### src/rtl/uart_flag_pkg.sv
package uart_flag_pkg;
  localparam int NF = 7;

  // flag bit positions
  localparam int F_TBE  = 0;
  localparam int F_TEND = 1;
  localparam int F_RB1  = 2;
  localparam int F_RB2  = 3;
  localparam int F_OVR  = 4;
  localparam int F_PAR  = 5;
  localparam int F_FRM  = 6;

  // bits that software may clear by writing 1
  localparam logic [NF-1:0] W1C_MASK = 7'b111_0010;
  // idle value: transmit buffer empty
  localparam logic [NF-1:0] FLAG_IDLE = 7'b000_0001;

  typedef enum logic [1:0] {
    A_FLAGS = 2'd0,
    A_IEN   = 2'd1,
    A_DATA  = 2'd2,
    A_DMAEN = 2'd3
  } reg_addr_e;
endpackage

### src/rtl/uart_rx_fifo.sv
module uart_rx_fifo #(
  parameter int DW = 8
) (
  input  logic          clk,
  input  logic          rst_n,
  input  logic          soft_rst,
  input  logic          in_valid,
  output logic          in_ready,
  input  logic [DW-1:0] in_data,
  input  logic          in_frm,
  input  logic          in_par,
  input  logic          pop,
  output logic [DW-1:0] head_data,
  output logic          head_frm,
  output logic          head_par,
  output logic [1:0]    count
);
  localparam int EW = DW + 2;

  logic [EW-1:0] mem [2];
  logic          rd_ptr;
  logic          wr_ptr;
  logic          do_push;
  logic          do_pop;
  logic [EW-1:0] head;

  assign in_ready = (count != 2'd2);
  assign do_push  = in_valid && in_ready && !soft_rst;
  assign do_pop   = pop && (count != 2'd0) && !soft_rst;
  assign wr_ptr   = rd_ptr ^ count[0];
  assign head     = (count != 2'd0) ? mem[rd_ptr] : '0;

  assign head_data = head[DW-1:0];
  assign head_par  = head[DW];
  assign head_frm  = head[DW+1];

  always_ff @(posedge clk) begin
    if (do_push) mem[wr_ptr] <= {in_frm, in_par, in_data};
  end

  always_ff @(posedge clk or negedge rst_n) begin
    if (!rst_n) begin
      count  <= 2'd0;
      rd_ptr <= 1'b0;
    end else if (soft_rst) begin
      count  <= 2'd0;
      rd_ptr <= 1'b0;
    end else begin
      if (do_pop) rd_ptr <= ~rd_ptr;
      case ({do_push, do_pop})
        2'b10:   count <= count + 2'd1;
        2'b01:   count <= count - 2'd1;
        default: count <= count;
      endcase
    end
  end


  no_overflow_chk: assert property (@(posedge clk) disable iff (!rst_n)
    count <= 2'd2);


  pop_drop_chk: assert property (@(posedge clk) disable iff (!rst_n)
    (do_pop && !do_push) |=> (count == $past(count) - 2'd1));
endmodule

### src/rtl/uart_flag_bank.sv
module uart_flag_bank #(
  parameter int              NF  = 7,
  parameter logic [NF-1:0]   IDLE = '0
) (
  input  logic          clk,
  input  logic          rst_n,
  input  logic          soft_rst,
  input  logic [NF-1:0] set_ev,
  input  logic [NF-1:0] clr_ev,
  output logic [NF-1:0] flags
);
  for (genvar i = 0; i < NF; i++) begin : g_bit
    always_ff @(posedge clk or negedge rst_n) begin
      if (!rst_n)         flags[i] <= IDLE[i];
      else if (soft_rst)  flags[i] <= IDLE[i];
      else if (set_ev[i]) flags[i] <= 1'b1;
      else if (clr_ev[i]) flags[i] <= 1'b0;
    end


    set_wins_chk: assert property (@(posedge clk) disable iff (!rst_n)
      (set_ev[i] && !soft_rst) |=> flags[i]);
  end
endmodule

### src/rtl/uart_req_gen.sv
module uart_req_gen #(
  parameter int NF     = 7,
  parameter int NCH    = 2,
  parameter int RX_BIT = 2,
  parameter int TX_BIT = 0
) (
  input  logic [NF-1:0]  flags,
  input  logic [NF-1:0]  ien,
  input  logic [NCH-1:0] rx_den,
  input  logic [NCH-1:0] tx_den,
  output logic           irq,
  output logic [NCH-1:0] dma_req
);
  assign irq = |(flags & ien);

  for (genvar c = 0; c < NCH; c++) begin : g_ch
    assign dma_req[c] = (flags[RX_BIT] && rx_den[c]) ||
                        (flags[TX_BIT] && tx_den[c]);
  end
endmodule

### src/rtl/uart_flag_ctrl.sv
module uart_flag_ctrl
  import uart_flag_pkg::*;
#(
  parameter int DW  = 8,
  parameter int NCH = 2
) (
  input  logic           clk,
  input  logic           rst_n,
  input  logic           soft_rst,
  input  logic           bus_wr,
  input  logic           bus_rd,
  input  logic [1:0]     bus_addr,
  input  logic [DW-1:0]  bus_wdata,
  output logic [DW-1:0]  bus_rdata,
  output logic           tx_valid,
  input  logic           tx_ready,
  output logic [DW-1:0]  tx_data,
  input  logic           tx_stop_done,
  input  logic           rx_valid,
  output logic           rx_ready,
  input  logic [DW-1:0]  rx_data,
  input  logic           rx_frm_err,
  input  logic           rx_par_err,
  input  logic           rx_ovr,
  output logic           irq,
  output logic [NCH-1:0] dma_req
);
  // DW must cover NF flag bits and 2*NCH DMA enable bits
  localparam int DEN_W = 2 * NCH;

  reg_addr_e       addr;
  logic            wr_flags, wr_ien, wr_data, wr_den, rd_data;
  logic [NF-1:0]   flags, ien, set_ev, clr_ev, w1c;
  logic [NCH-1:0]  rx_den, tx_den;
  logic            tx_hs, rx_push, pop_ok;
  logic [DW-1:0]   head_data;
  logic            head_frm, head_par;
  logic [1:0]      rx_cnt;

  assign addr     = reg_addr_e'(bus_addr);
  assign wr_flags = bus_wr && (addr == A_FLAGS);
  assign wr_ien   = bus_wr && (addr == A_IEN);
  assign wr_data  = bus_wr && (addr == A_DATA);
  assign wr_den   = bus_wr && (addr == A_DMAEN);
  assign rd_data  = bus_rd && (addr == A_DATA);

  assign tx_hs    = tx_valid && tx_ready;
  assign rx_push  = rx_valid && rx_ready;
  assign pop_ok   = rd_data && (rx_cnt != 2'd0);
  assign w1c      = wr_flags ? (bus_wdata[NF-1:0] & W1C_MASK) : '0;

  // ---------------- enables ----------------
  always_ff @(posedge clk or negedge rst_n) begin
    if (!rst_n) begin
      ien    <= '0;
      rx_den <= '0;
      tx_den <= '0;
    end else begin
      if (wr_ien) ien <= bus_wdata[NF-1:0];
      if (wr_den) begin
        rx_den <= bus_wdata[NCH-1:0];
        tx_den <= bus_wdata[DEN_W-1:NCH];
      end
    end
  end

  // ---------------- transmit holding buffer ----------------
  always_ff @(posedge clk or negedge rst_n) begin
    if (!rst_n) begin
      tx_valid <= 1'b0;
      tx_data  <= '0;
    end else if (soft_rst) begin
      tx_valid <= 1'b0;
    end else if (wr_data) begin
      tx_valid <= 1'b1;
      tx_data  <= bus_wdata;
    end else if (tx_hs) begin
      tx_valid <= 1'b0;
    end
  end

  // ---------------- receive queue ----------------
  uart_rx_fifo #(.DW(DW)) u_rxq (
    .clk       (clk),
    .rst_n     (rst_n),
    .soft_rst  (soft_rst),
    .in_valid  (rx_valid),
    .in_ready  (rx_ready),
    .in_data   (rx_data),
    .in_frm    (rx_frm_err),
    .in_par    (rx_par_err),
    .pop       (rd_data),
    .head_data (head_data),
    .head_frm  (head_frm),
    .head_par  (head_par),
    .count     (rx_cnt)
  );

  // ---------------- flag events ----------------
  always_comb begin
    set_ev = '0;
    clr_ev = w1c;
    set_ev[F_TBE]  = tx_hs;
    clr_ev[F_TBE]  = wr_data;
    set_ev[F_TEND] = tx_stop_done && flags[F_TBE];
    set_ev[F_RB1]  = rx_push && (rx_cnt == 2'd0);
    clr_ev[F_RB1]  = pop_ok && (rx_cnt == 2'd1) && !rx_push;
    set_ev[F_RB2]  = rx_push && (rx_cnt == 2'd1) && !pop_ok;
    clr_ev[F_RB2]  = pop_ok;
    set_ev[F_OVR]  = rx_ovr;
    set_ev[F_PAR]  = rx_push && rx_par_err;
    clr_ev[F_PAR]  = w1c[F_PAR] || (pop_ok && head_par);
    set_ev[F_FRM]  = rx_push && rx_frm_err;
    clr_ev[F_FRM]  = w1c[F_FRM] || (pop_ok && head_frm);
  end

  uart_flag_bank #(.NF(NF), .IDLE(FLAG_IDLE)) u_flags (
    .clk      (clk),
    .rst_n    (rst_n),
    .soft_rst (soft_rst),
    .set_ev   (set_ev),
    .clr_ev   (clr_ev),
    .flags    (flags)
  );

  uart_req_gen #(.NF(NF), .NCH(NCH), .RX_BIT(F_RB1), .TX_BIT(F_TBE)) u_req (
    .flags   (flags),
    .ien     (ien),
    .rx_den  (rx_den),
    .tx_den  (tx_den),
    .irq     (irq),
    .dma_req (dma_req)
  );

  // ---------------- read mux ----------------
  always_comb begin
    bus_rdata = '0;
    case (addr)
      A_FLAGS: bus_rdata[NF-1:0]    = flags;
      A_IEN:   bus_rdata[NF-1:0]    = ien;
      A_DATA:  bus_rdata            = head_data;
      A_DMAEN: bus_rdata[DEN_W-1:0] = {tx_den, rx_den};
      default: bus_rdata            = '0;
    endcase
  end

  // ---------------- assertions ----------------

  tbe_wr_chk: assert property (@(posedge clk) disable iff (!rst_n)
    (wr_data && !tx_hs && !soft_rst) |=> !flags[F_TBE]);


  tend_rise_chk: assert property (@(posedge clk) disable iff (!rst_n)
    $rose(flags[F_TEND]) |-> ($past(tx_stop_done) && $past(flags[F_TBE])));


  rb1_occ_chk: assert property (@(posedge clk) disable iff (!rst_n)
    flags[F_RB1] == (rx_cnt != 2'd0));


  rb2_occ_chk: assert property (@(posedge clk) disable iff (!rst_n)
    flags[F_RB2] |-> (rx_cnt == 2'd2));


  ovr_hold_chk: assert property (@(posedge clk) disable iff (!rst_n)
    (flags[F_OVR] && !soft_rst && !w1c[F_OVR]) |=> flags[F_OVR]);


  excl_chk: assert property (@(posedge clk) disable iff (!rst_n)
    !((ien[F_RB1] && (|rx_den)) || (ien[F_TBE] && (|tx_den))));
endmodule

### config.mk
export PLATFORM = sky130hd
export DESIGN_NAME = uart_flag_ctrl
export DESIGN_NICKNAME = d
export VERILOG_FILES = /design/src/rtl/uart_flag_pkg.sv /design/src/rtl/uart_rx_fifo.sv /design/src/rtl/uart_flag_bank.sv /design/src/rtl/uart_req_gen.sv /design/src/rtl/uart_flag_ctrl.sv
export SDC_FILE = /design/constraint.sdc
export NUM_CORES = 1
export LEC_CHECK = 0
export ABC_CLOCK_PERIOD_IN_PS = 2300
export BUFFER_PORTS_ARGS = -buffer_cell sky130_fd_sc_hd__buf_4
export CORE_MARGIN = 5
export CORE_UTILIZATION = 53
export CTS_CLUSTER_DIAMETER = 30
export DETAILED_ROUTE_END_ITERATION = 8
export PLACE_DENSITY = 0.78
export REMOVE_ABC_BUFFERS = 1
export SLEW_MARGIN = 20
export SYNTH_ARGS = -nofsm -noshare
export SYNTH_HDL_FRONTEND = slang
export SYNTH_SLANG_ARGS = --single-unit
### constraint.sdc
create_clock -name clk -period 2.3 [get_ports clk]
set_clock_uncertainty 0.1 [all_clocks]
set_input_delay 0.23 -clock clk [delete_from_list [all_inputs] [get_ports clk]]
set_output_delay 0.23 -clock clk [all_outputs]
set_load 0.02 [all_outputs]
### After elaboration in Yosys (flattened, before gate mapping)

Memory sizes are Yosys's and may differ from the RTL's.
Cells that the tools add are included.

* register bits: 30
* RAM bits: 20
* input bits: 29
* output and inout port bits: 21
* logic and storage cells: 108
* memories kept: 1

* $add $sub $neg: 2
* eq/ne operators: 7
* muxes and demuxes: 35
* bitwise operators: 4
* reductions and logical operators: 45

Memory list
* u_rxq.mem: depth 2, width 10, rd ports 1, clocked after memory_dff 0, wr ports 1, RTL line uart_rx_fifo.sv:20 `logic [EW-1:0] mem [2];`

Operators with widths (count)
* 2-to-1 mux 1 bit: 29
* logical AND 1 bit: 24
* nonzero test 3 bit: 8
* one-hot mux 4 bit (4 select lines): 1
* 2-to-1 mux 10 bit: 1
* one-hot mux 3 bit (3 select lines): 1
* bitwise AND 7 bit: 1
* 2-to-1 mux 7 bit: 1
* OR reduction 7 bit: 1
* equality test 2 x 1 -> 1 bit, second input constant: 3
* equality test 2 bit, second input constant: 3
* zero test 2 bit: 2
* logical OR 1 bit: 4
* one-hot mux 2 bit (2 select lines): 1
* nonzero test 2 bit: 2
* zero test 1 bit: 3
* adder 2 x 1 -> 2 bit, second input constant: 1
* 2-to-1 mux 2 bit: 1
* != test 2 bit, second input constant: 1
* inverter 1 bit: 2
* AND reduction 2 bit: 1
* subtractor 2 x 1 -> 2 bit, second input constant: 1
* XOR 1 bit: 1

### Longest topological paths before layout

Gate-level depths: netlist of run 1.

* word-level depth: 8
* mapped depth: 7

### Modules after synthesis

A second synthesis of run 1 with hierarchy kept.

* cells, all modules: 180
* area, all modules: 2399.8 um^2

By module, submodules not included
* uart_flag_ctrl: times used 1, cells an instance 78, area each 1108.6 um^2, seq. area each 500.5 um^2
* uart_rx_fifo: times used 1, cells an instance 68, area each 962.2 um^2, seq. area each 675.6 um^2
* uart_flag_bank: times used 1, cells an instance 28, area each 279.0 um^2, seq. area each 176.4 um^2
* uart_req_gen: times used 1, cells an instance 6, area each 50.0 um^2, seq. area each 0.0 um^2

### Worst setup path before layout of run 1

Ideal clock, no wire load.

* path kind: register to register
* start point: register u_rxq.count[0]
* end point: memory u_rxq.mem[0][0] (netlist bit) (enable)
* setup time: 0.390 ns
* data arrival time: 1.612 ns
* required time: 1.810 ns
* slack: 0.198 ns
* stages on the path, launching flop included: 5
* buffers on the path: 0
* period minus slack after synthesis: 2.102 ns
* cell sequence: dfrtp_1 inv_1 ha_1 nand2b_1 nor3_1

* longest elaborated chain between the ends: 5
* elaborated cells between the ends (all ways): 6

RTL lines
* from (decl): RTL line uart_rx_fifo.sv:16 `output logic [1:0] count`
* from (signal assigned): RTL line uart_rx_fifo.sv:51 `2'b10: count <= count + 2'd1;`
* from (signal assigned): RTL line uart_rx_fifo.sv:52 `2'b01: count <= count - 2'd1;`
* from (signal assigned): RTL line uart_rx_fifo.sv:53 `default: count <= count;`
* != test 2 bit: RTL line uart_rx_fifo.sv:27 `assign in_ready = (count != 2'd2);`
* logical AND 1 bit (2 in a row): RTL line uart_rx_fifo.sv:28 `assign do_push = in_valid && in_ready && !soft_rst;`
* 2-to-1 mux 1 bit: RTL line uart_rx_fifo.sv:38 `if (do_push) mem[wr_ptr] <= {in_frm, in_par, in_data};`
* 2-to-1 mux 1 bit (implied by the code): RTL line uart_rx_fifo.sv:38
* to (decl): RTL line uart_rx_fifo.sv:20

Several ways; a longest one is shown, not always the timed one.

### Worst setup path in the final report of run 1

* start point: register u_rxq.count[0]
* end point: output port bus_rdata[2]

* longest elaborated chain between the ends: 3

RTL lines
* nonzero test 2 bit: RTL line uart_rx_fifo.sv:31 `assign head = (count != 2'd0) ? mem[rd_ptr] : '0;`
* 2-to-1 mux 10 bit: RTL line uart_rx_fifo.sv:31
* one-hot mux 4 bit (4 select lines): RTL line uart_flag_ctrl.sv:138 `case (addr)`
* to (decl): RTL line uart_flag_ctrl.sv:14 `output logic [DW-1:0] bus_rdata,`

No other way between the ends.

==> metrics.json, run 1 <==
{
  "die": {
    "die_area_um2": 5670,
    "floorplan.io_pins": 50,
    "die_height_um": 75.3,
    "initial_core_util_pct": 55.7,
    "row_count": 23,
    "die-width_um": 75.3,
    "coreArea_um2": 4060
  },
  "worst_setup_path": {
    "critPathMaxStageDelay_ps": 410,
    "crit_chain": "inv_1 > ha_1 > nor2_1 > nand2_2 > o221ai_1 > o31a_1 > buf_4",
    "critical_path.startpoint_type": "flop",
    "data_required_time_at_the_worst_endpoint_ps": 1970,
    "end_kind": "output port",
    "crit_path_top_delay_cell": "sky130_fd_sc_hd__dfrtp_2",
    "timing_worst_setup_path_type": "flop to output port",
    "cp_data_arrival_time_ps": 1810,
    "critPathMaxFanout": 8
  },
  "sta": {
    "fmax_ghz": 0.468,
    "fin_crit_sh_pct": 93.0,
    "setup_total_negative_slack_ps": 0,
    "final_critical_path_setup_slack_ps": 161,
    "slew_headroom_pct": 68.9,
    "post_layout_minimum_cycle_time_ps": 2140,
    "final_max_slew_viol_count": 0,
    "tightest_slew_ps": 466,
    "setup_violators_final": 0,
    "unrepaired_setup_endpoints_after_global_routing": "false",
    "timing_hold_violations_final": 0
  },
  "route": {
    "dr.first_iter.drc_count": 101,
    "drt_first_pass_iters": 4,
    "post_route_ant_nets": 0,
    "avgViaCountPerCell": 5.80,
    "routed_wl_mm": 5.08,
    "detailed_route_wire_length_per_cell_um": 18.3,
    "vias": 1607,
    "post-route-drc-count": 0
  },
  "global_routing": {
    "grt_overflow": 0,
    "antenna_found_initial": 0,
    "grt_pass1_vias": 1708,
    "grtUsageTotal_pct": 19.6,
    "grt_pass1_wl_mm": 8.27,
    "grt_start_max_net_pins": 31
  },
  "cells_and_area": {
    "multi_input_comb_area_um2": 866,
    "fraction_of_layout_cells_with_a_size_suffix_above_1_pct": 37.4,
    "final_cell_mix": "sky130_fd_sc_hd__buf_4, sky130_fd_sc_hd__dfrtp_1, sky130_fd_sc_hd__edfxtp_1",
    "final_common_cell": "sky130_fd_sc_hd__buf_4",
    "n_fill_cell": 298,
    "syn_to_final_growth_pct": 25.4,
    "fin_nets": 258,
    "sequential_cell_area_um2": 1350,
    "antenna_cells_inserted": 0
  },
  "power_and_ir_drop": {
    "pwrdens_nw_per_um2": 854,
    "p_int_mw": 1.65,
    "combinational_share_of_power_pct": 31.8,
    "sw_frac_of_total_pct": 31.6,
    "total_power_mw": 2.42,
    "max-vdd-ir-drop_v": 0.000518,
    "clockPowerShare_pct": 19.6,
    "total_switching_power_mw": 0.765,
    "leakage_nw": 1.17,
    "pwr-share-seq_pct": 48.6
  },
  "place": {
    "gpl.final_weighted_congestion": 0.908,
    "post-dp-hpwl_mm": 3.74,
    "io_buffer_count": 49,
    "placement.setup.worst_slack_ps": 340
  },
  "synth": {
    "synthArstFlopShare_pct": 60.0,
    "post_syn_instances": 167,
    "post_synthesis_sequential_element_count": 50,
    "synth.yosys.warnings": 0,
    "synthDistinctLibCells": 37,
    "average_size_of_a_mapped_cell_um2": 13.5,
    "sequential_cell_area_fraction_in_the_yosys_report_pct": 59.9,
    "synth_edf_count": 20,
    "synthesis.area_um2": 2260,
    "ys.flop_type": "sky130_fd_sc_hd__dfrtp_1"
  },
  "clock_tree": {
    "clock_insertion_delay_worst_skew_ps": 300,
    "cts_tree": "built",
    "cts_made_buffers": 5,
    "cts.path.max_buffers": 2,
    "cts.sinks": 50,
    "cts_htree_levels": 2,
    "cts_root_buffer": "sky130_fd_sc_hd__clkbuf_8",
    "clk_pin_slew_worst_paths_ps": 80
  },
  "run": {
    "maxCapViolations": 0
  },
  "min_path": {
    "hold_path_class": "primary input to flop"
  },
  "outcome": {
    "run_status": "completed"
  }
}
[metal layers]
layer,up-vias,track usage [%],wire (um)
met3,13,4.62,303
met1,801,25.2,2090
met2,46,31.5,2550
li1,747,-,-
met4,0,8.93,135
met5,-,0,0
[critical path, delay by kind of cell, from the launching register on]
kind | cells | cell delay [ps]
AND/OR/NAND/NOR | 2 | 280
adder cells (fa/ha/maj) | 1 | 230
flip-flops | 1 | 410
AO/OA/AOI/OAI | 2 | 380
buffers and inverters | 2 | 210
[cells in the mapped netlist, types with 3 or more instances]
cell type | instances | share of area, %
sky130_fd_sc_hd__dfrtp_1 | 29 | 32
sky130_fd_sc_hd__o22ai_1 | 3 | 0.83
sky130_fd_sc_hd__nor2b_1 | 5 | 1.4
sky130_fd_sc_hd__a22oi_1 | 4 | 1.3
sky130_fd_sc_hd__o31a_1 | 4 | 1.6
sky130_fd_sc_hd__ha_1 | 3 | 1.7
sky130_fd_sc_hd__nor2_1 | 11 | 1.8
sky130_fd_sc_hd__xnor2_1 | 3 | 1.2
sky130_fd_sc_hd__buf_2 | 4 | 0.89
sky130_fd_sc_hd__inv_1 | 4 | 0.66
sky130_fd_sc_hd__nand3_1 | 7 | 1.6
sky130_fd_sc_hd__edfxtp_1 | 20 | 27
sky130_fd_sc_hd__mux2i_1 | 13 | 5.8
sky130_fd_sc_hd__nand2_1 | 4 | 0.66
sky130_fd_sc_hd__a21oi_1 | 5 | 1.1
sky130_fd_sc_hd__o221ai_1 | 4 | 1.6
sky130_fd_sc_hd__mux2_2 | 19 | 9.5
[kinds of logic after synthesis]
| kind of cell | after synthesis | synth area share (%) |
|---|---|---|
| adder cells (fa/ha/maj) | 3 | 1.66 |
| multiplexers | 32 | 15.2 |
| AND/OR/NAND/NOR | 38 | 9.63 |
| flip-flops | 50 | 59.9 |
| XOR/XNOR | 4 | 1.55 |
| buffers and inverters | 11 | 2.21 |
| AO/OA/AOI/OAI | 29 | 9.86 |
[repair_timing]
| action | 4_1_cts | 5_1_grt |
|---|---|---|
| resized for setup | 0 | 3 |
| hold buffers | 1 | 4 |
| buffers inserted | 0 | 2 |
| endpoints found under the setup margin | 0 | 6 |
| hold endpoints to repair | 29 | 7 |
[final timing paths]
kind / startpoint / endpoint / slack [ps] / cells after the start
worst max-delay path: u_rxq.count[0] / bus_rdata[2] / 160 / 7
worst min-delay path: rx_data[2] / u_rxq.mem[0][2] / 20 / 1
worst max register to register: u_rxq.count[1] / u_rxq.mem[1][3] / 440 / 4
worst min register to register: tx_data[1] / tx_data[1] / 410 / 1
max in group asynchronous: rst_n / u_flags.flags[0] / 1480 / 2
min in group asynchronous: rst_n / tx_valid / 290 / 2
[flip-flops by register name, summed over array words and instances, names as in the netlist]
signal and cells:
u_rxq.rd_ptr 1, rx_den 2, u_rxq.mem 20, tx_den 2
tx_valid 1, ien 7, tx_data 8, u_flags.flags 7
u_rxq.count 2
[power by group through the flow]
| stage | Combinational [mW] | Clock [mW] | Sequential (mW) |
|---|---|---|---|
| CTS | 0.744 | 0.485 | 1.18 |
| global route | 0.842 | 0.530 | 1.19 |
| finish | 0.770 | 0.474 | 1.18 |
| global placement | 0.708 | 0 | 1.18 |
| floorplan | 0.403 | 0 | 1.21 |
| detailed placement | 0.740 | 0 | 1.20 |
[per-stage QoR]
| step | instances | instance area [um2] | utilization, % | hold WS [ps] |
|---|---|---|---|---|
| 6_report | 277 | 2830 | 69.8 | 16.6 |
| 5_1_grt | 277 | 2830 | 69.8 | 0.603 |
| 4_1_cts | 271 | 2770 | 68.2 | 4.49 |
| 3_5_place_dp | 262 | 2680 | 66.0 | 81.4 |
| 3_3_place_gp | 262 | 2680 | 66.0 | 70.9 |
| 2_1_floorplan | 160 | 2220 | - | -166 |
[layout make-up]
cell class	instances	share of cell area, %
clock inverter	3	0.398
inverter	4	0.530
multi-input combinational	106	30.6
clock buffer	5	2.43
timing repair buffer	59	16.1
tap	50	2.21
sequential	50	47.8
(Power assumes the default switching activity.)
==> run 2: changes to the inputs <==
--- a/config.mk
+++ b/config.mk
@@ -7,11 +7,13 @@
 export LEC_CHECK = 0
 export ABC_CLOCK_PERIOD_IN_PS = 2300
 export BUFFER_PORTS_ARGS = -buffer_cell sky130_fd_sc_hd__buf_4
+export CELL_PAD_IN_SITES_DETAIL_PLACEMENT = 2
+export CELL_PAD_IN_SITES_GLOBAL_PLACEMENT = 2
 export CORE_MARGIN = 5
-export CORE_UTILIZATION = 53
+export CORE_UTILIZATION = 36
 export CTS_CLUSTER_DIAMETER = 30
 export DETAILED_ROUTE_END_ITERATION = 8
-export PLACE_DENSITY = 0.78
+export PLACE_DENSITY_LB_ADDON = 0.1
 export REMOVE_ABC_BUFFERS = 1
 export SLEW_MARGIN = 20
 export SYNTH_ARGS = -nofsm -noshare
==> run 2 against run 1 <==
Largest cell class unchanged. Sequential cell count did not move. Utilization shrank 21 points. Worst hold slack about the same. Clock power grew 32%. Fmax fell by 3.3%. Final area grew 3.3%.
==> metrics.json, run 2 (same netlist as run 1, synthesis figures left out) <==
{
  "global_routing": {
    "antenna_found_initial": 0,
    "grtUsageTotal_pct": 17.7,
    "grt_pass1_vias": 1881,
    "grt_start_max_net_pins": 31,
    "use_met3_pct": 3.96,
    "global_route.usage.met2_pct": 30.5,
    "grt.busiest_layer": "met2",
    "grt_overflow": 0,
    "met1_usage_pct": 22.1,
    "grt_pass1_wl_mm": 10.2
  },
  "power_and_ir_drop": {
    "leakage_nw": 1.20,
    "total_power_mw": 2.60,
    "pwrdens_nw_per_um2": 890,
    "max-vdd-ir-drop_v": 0.000462
  },
  "worst_setup_path": {
    "critical_path.startpoint_type": "flop",
    "timing_worst_setup_path_type": "flop to output port",
    "setup.reg_to_reg.worst_slack_ps": 360,
    "timing.reg2reg.worst_path_depth": 6,
    "worstReg2RegEnd": "u_flags.flags[6]",
    "critPathMaxFanout": 8,
    "data_required_time_at_the_worst_endpoint_ps": 1970,
    "cp_data_arrival_time_ps": 1880,
    "r2r_start": "u_rxq.count[0]",
    "end_kind": "output port"
  },
  "min_path": {
    "hold-path-endpoint": "u_rxq.mem[1][8]",
    "worstHoldStart": "rx_par_err",
    "whs_path_depth": 1,
    "hold_path_class": "primary input to flop"
  },
  "die": {
    "row_count": 28,
    "coreArea_um2": 6030,
    "initial_core_util_pct": 37.5,
    "die-width_um": 89.2,
    "die_area_um2": 7960,
    "floorplan.io_pins": 50,
    "die_height_um": 89.2
  },
  "clock_tree": {
    "cts.sinks": 50,
    "cts_made_buffers": 5,
    "clk_pin_slew_worst_paths_ps": 90,
    "cts.path.max_buffers": 2,
    "cts_htree_levels": 2,
    "cts_root_buffer": "sky130_fd_sc_hd__clkbuf_8",
    "clock_insertion_delay_worst_skew_ps": 300,
    "cts_tree": "built"
  },
  "route": {
    "routed_wl_mm": 6.37,
    "dr.first_iter.drc_count": 46,
    "vias": 1618,
    "drt_first_pass_iters": 4,
    "avgViaCountPerCell": 5.30,
    "detailed_route_wire_length_per_cell_um": 20.9,
    "post-route-drc-count": 0,
    "post_route_ant_nets": 0
  },
  "sta": {
    "unrepaired_setup_endpoints_after_global_routing": "true",
    "final_max_slew_viol_count": 0,
    "setup_violators_final": 0,
    "tightest_slew_ps": 504,
    "post_layout_minimum_cycle_time_ps": 2210,
    "setup_total_negative_slack_ps": 0,
    "timing_hold_violations_final": 0,
    "fin_crit_sh_pct": 96.2,
    "slew_headroom_pct": 66.4,
    "fmax_ghz": 0.452
  },
  "cells_and_area": {
    "reg_top3": "u_rxq.mem (20), tx_data (8)",
    "multi_input_comb_area_um2": 866,
    "fraction_of_layout_cells_with_a_size_suffix_above_1_pct": 37.0,
    "fin_util_pct": 48.5,
    "largest_register_ffs": 20,
    "syn_to_final_growth_pct": 29.5,
    "regMostFlops": "u_rxq.mem",
    "final_common_cell": "sky130_fd_sc_hd__buf_4",
    "sequential_cell_area_um2": 1350,
    "final_cell_mix": "sky130_fd_sc_hd__buf_4, sky130_fd_sc_hd__dfrtp_1, sky130_fd_sc_hd__edfxtp_1",
    "fin_nets": 261,
    "n_fill_cell": 596,
    "antenna_cells_inserted": 0
  },
  "place": {
    "post-dp-hpwl_mm": 4.63,
    "io_buffer_count": 49,
    "gpl.final_weighted_congestion": 0.797
  },
  "outcome": {
    "run_status": "completed"
  },
  "run": {
    "maxCapViolations": 0
  }
}
==> run 2: worst max-delay path by stage <==
stage | slack (ps) | from | endpoint | cells past startpoint
after floorplan | 200 | u_rxq.count[0] | u_rxq.mem[0][0] | 4
after global placement | 440 | u_rxq.count[0] | u_rxq.mem[1][6] | 4
after detailed placement | 310 | u_rxq.count[0] | bus_rdata[2] | 7
after CTS | 30 | u_rxq.count[0] | bus_rdata[2] | 7
after global routing | -20 | u_rxq.count[0] | bus_rdata[0] | 7
final | 90 | u_rxq.count[0] | bus_rdata[0] | 7
==> run 2: timing repair <==
item | CTS | global route
endpoints found under the hold margin | 43 | 0
resized for setup | 1 | 1
pin swaps | 0 | 0
setup endpoints to repair | 2 | 3
setup buffers | 0 | 1
hold buffers | 9 | 0
==> run 2: report_power, final <==
part / switching, mW / internal (mW) / total (mW) / leakage (nW)
sequential: 0.105 / 1.08 / 1.18 / 0.552
combinational: 0.424 / 0.369 / 0.793 / 0.592
clock: 0.302 / 0.325 / 0.627 / 0.0514
==> run 2: critical path, stage by stage (launching register included) <==
cell,delay (ps)
sky130_fd_sc_hd__dfrtp_1,420
sky130_fd_sc_hd__inv_1,90
sky130_fd_sc_hd__ha_1,240
sky130_fd_sc_hd__nor2_1,130
sky130_fd_sc_hd__nand2_2,150
sky130_fd_sc_hd__o221ai_1,220
sky130_fd_sc_hd__o31a_1,190
sky130_fd_sc_hd__buf_4,140
==> run 2: metrics by stage <==
stage,worst slack [ps],instance area (um2),std cells,hold slack (ps)
after floorplan,198,2220,160,-166
after global placement,441,2710,287,82.9
after detailed placement,315,2710,287,91.6
after CTS,26.5,2910,304,7.89
after global routing,-17.2,2930,305,0.866
final,87.5,2930,305,16.1
==> run 2: layer usage <==
metal,up-vias,share of wire [%],wire [um]
met3,7,4.8,304
met1,823,42,2650
li1,753,-,-
met5,-,0,0
met2,35,52,3330
met4,0,1.4,90
==> run 2: area by class of cell <==
class	instances	area share, %
Inverter	4	0.513
Clock inverter	2	1.28
Timing Repair Buffer	62	16.7
Clock buffer	6	2.48
Tap cell	75	3.21
Sequential cell	50	46.2
Multi-Input combinational cell	106	29.6
==> run 3: changes to the inputs <==
--- a/config.mk
+++ b/config.mk
@@ -9,6 +9,7 @@
 export BUFFER_PORTS_ARGS = -buffer_cell sky130_fd_sc_hd__buf_4
 export CELL_PAD_IN_SITES_DETAIL_PLACEMENT = 2
 export CELL_PAD_IN_SITES_GLOBAL_PLACEMENT = 2
+export CORE_ASPECT_RATIO = 0.7
 export CORE_MARGIN = 5
 export CORE_UTILIZATION = 36
 export CTS_CLUSTER_DIAMETER = 30
==> run 3 against run 2 <==
Fmax is 0.76% higher. Total power down 0.85%. First-iteration DRC count increased by 46%. Critical path depth stayed put. Utilization shrank 1.9 points. Via count rose by 0.25%. Register-to-register slack is essentially flat. Final cell count shrank 0.98%. Non-clock buffer count down 6. Clock power down 1%. Global-route usage shrank 1.5 points. Critical endpoint is now bus_rdata[2].
==> metrics.json, run 3 (same netlist as run 1, synthesis figures left out) <==
{
  "place": {
    "post-dp-hpwl_mm": 4.82,
    "gpl.final_weighted_congestion": 0.747,
    "placement.setup.worst_slack_ps": 281,
    "io_buffer_count": 49
  },
  "clock_tree": {
    "cts_made_buffers": 5,
    "cts_post_setup_buffers_inserted": 0,
    "cts.path.max_buffers": 2,
    "cts_root_buffer": "sky130_fd_sc_hd__clkbuf_8",
    "clk_pin_slew_worst_paths_ps": 90,
    "cts_tree": "built",
    "cts.sinks": 50,
    "cts_htree_levels": 2,
    "clock_insertion_delay_worst_skew_ps": 310
  },
  "power_and_ir_drop": {
    "max-vdd-ir-drop_v": 0.000455,
    "leakage_nw": 1.17,
    "pwrdens_nw_per_um2": 900
  },
  "worst_setup_path": {
    "crit_chain": "inv_1 > ha_1 > nor2_1 > nand2_2 > o221ai_1 > o31a_1 > buf_4",
    "critPathMaxFanout": 8,
    "crit_buf_inv": 2,
    "critPathMaxStageDelay_ps": 410,
    "critical_path.startpoint_type": "flop",
    "critical_path.top_delay_family": "flip-flops",
    "crit_path_top_delay_cell": "sky130_fd_sc_hd__dfrtp_2",
    "timing_worst_setup_path_type": "flop to output port",
    "end_kind": "output port",
    "data_required_time_at_the_worst_endpoint_ps": 1970,
    "cp_data_arrival_time_ps": 1870
  },
  "route": {
    "post-route-drc-count": 0,
    "detailed_route_wire_length_per_cell_um": 21.0,
    "dr.first_iter.drc_count": 67,
    "drt_first_pass_iters": 4,
    "post_route_ant_nets": 0,
    "routed_wl_mm": 6.36,
    "avgViaCountPerCell": 5.37,
    "vias": 1622
  },
  "cells_and_area": {
    "fin_nets": 255,
    "multi_input_comb_area_um2": 866,
    "syn_to_final_growth_pct": 27.0,
    "fin_util_pct": 46.6,
    "fraction_of_layout_cells_with_a_size_suffix_above_1_pct": 37.5,
    "largest_register_ffs": 20,
    "final_common_cell": "sky130_fd_sc_hd__buf_4",
    "regMostFlops": "u_rxq.mem",
    "final_cell_mix": "sky130_fd_sc_hd__buf_4, sky130_fd_sc_hd__dfrtp_1, sky130_fd_sc_hd__edfxtp_1",
    "n_fill_cell": 599,
    "antenna_cells_inserted": 0,
    "reg_top3": "u_rxq.mem (20), tx_data (8)",
    "sequential_cell_area_um2": 1350
  },
  "die": {
    "die_height_um": 76.3,
    "floorplan.io_pins": 50,
    "row_count": 24,
    "initial_core_util_pct": 36.7,
    "die_area_um2": 7990,
    "coreArea_um2": 6160,
    "die-width_um": 105
  },
  "sta": {
    "fin_hold_ws_ps": 7.46,
    "unrepaired_setup_endpoints_after_global_routing": "false",
    "slew_headroom_pct": 64.5,
    "timing_hold_violations_final": 0,
    "post_layout_minimum_cycle_time_ps": 2200,
    "final_max_slew_viol_count": 0,
    "setup_violators_final": 0,
    "tightest_slew_ps": 532,
    "fin_crit_sh_pct": 95.5,
    "final_critical_path_setup_slack_ps": 104,
    "setup_total_negative_slack_ps": 0,
    "fmax_ghz": 0.455
  },
  "global_routing": {
    "grt_start_max_net_pins": 31,
    "grt_overflow": 0,
    "antenna_found_initial": 0,
    "grt_pass1_wl_mm": 10.4,
    "grtUsageTotal_pct": 16.2,
    "grt_pass1_vias": 1902
  },
  "run": {
    "maxCapViolations": 0
  },
  "outcome": {
    "run_status": "completed"
  },
  "min_path": {
    "hold_path_class": "primary input to flop"
  }
}
-- run 3: cell types whose count changed in the layout (fill, tap and decap cells not counted) --
cell	change
sky130_fd_sc_hd__buf_4	-1
sky130_fd_sc_hd__clkbuf_1	+1
sky130_fd_sc_hd__clkinvlp_4	-1
sky130_fd_sc_hd__dfrtp_1	-1
sky130_fd_sc_hd__dfrtp_2	+1
sky130_fd_sc_hd__dlygate4sd3_1	-5
-- run 3: path summary, 6_finish.rpt --
path                                startpoint          endpoint  slack [ps]  depth (start not counted)
max in group asynchronous                rst_n  u_flags.flags[0]        1460                          2
min in group asynchronous                rst_n  u_flags.flags[3]         300                          2
worst min register to register      tx_data[2]        tx_data[2]         410                          1
worst max-delay path            u_rxq.count[0]      bus_rdata[2]         100                          7
worst max register to register  u_rxq.count[0]   u_rxq.mem[0][2]         370                          5
worst min-delay path                rx_data[7]   u_rxq.mem[1][7]           7                          1
-- run 3: repair_timing --
item	CTS	global route
endpoints found under the setup margin	3	3
hold endpoints to repair	35	0
hold buffers	4	0
resized for setup	1	2
pin swaps	0	0
-- run 3: final cells by class --
type	instances	area share, %
clock inverters	1	1.05
repair buffers	56	15.0
flip-flops and latches	50	47.2
well taps	78	3.40
clock buffers	7	2.66
inverters	4	0.523
multi-input cells	106	30.2
-- run 3: layer usage --
layer / track usage (%) / share of wire, % / up-vias / routed length (um)
met5: 0 / 0 / - / 0
met4: 3.83 / 0.90 / 0 / 57
met3: 4.15 / 4.0 / 6 / 254
met2: 28.3 / 52 / 31 / 3340
met1: 20.1 / 43 / 839 / 2710
li1: - / - / 746 / -
-- run 3: stage by stage --
step / cells / total power, mW / instance area [um2]
2_1_floorplan: 160 / 1.61 / 2220
3_3_place_gp: 290 / 1.92 / 2710
3_5_place_dp: 290 / 1.98 / 2710
4_1_cts: 302 / 2.60 / 2860
5_1_grt: 302 / 2.71 / 2870
6_report: 302 / 2.58 / 2870
-- run 3: power breakdown --
group | switching [mW] | internal [mW]
clock | 0.294 | 0.326
combinational | 0.415 | 0.358
sequential | 0.108 | 1.08
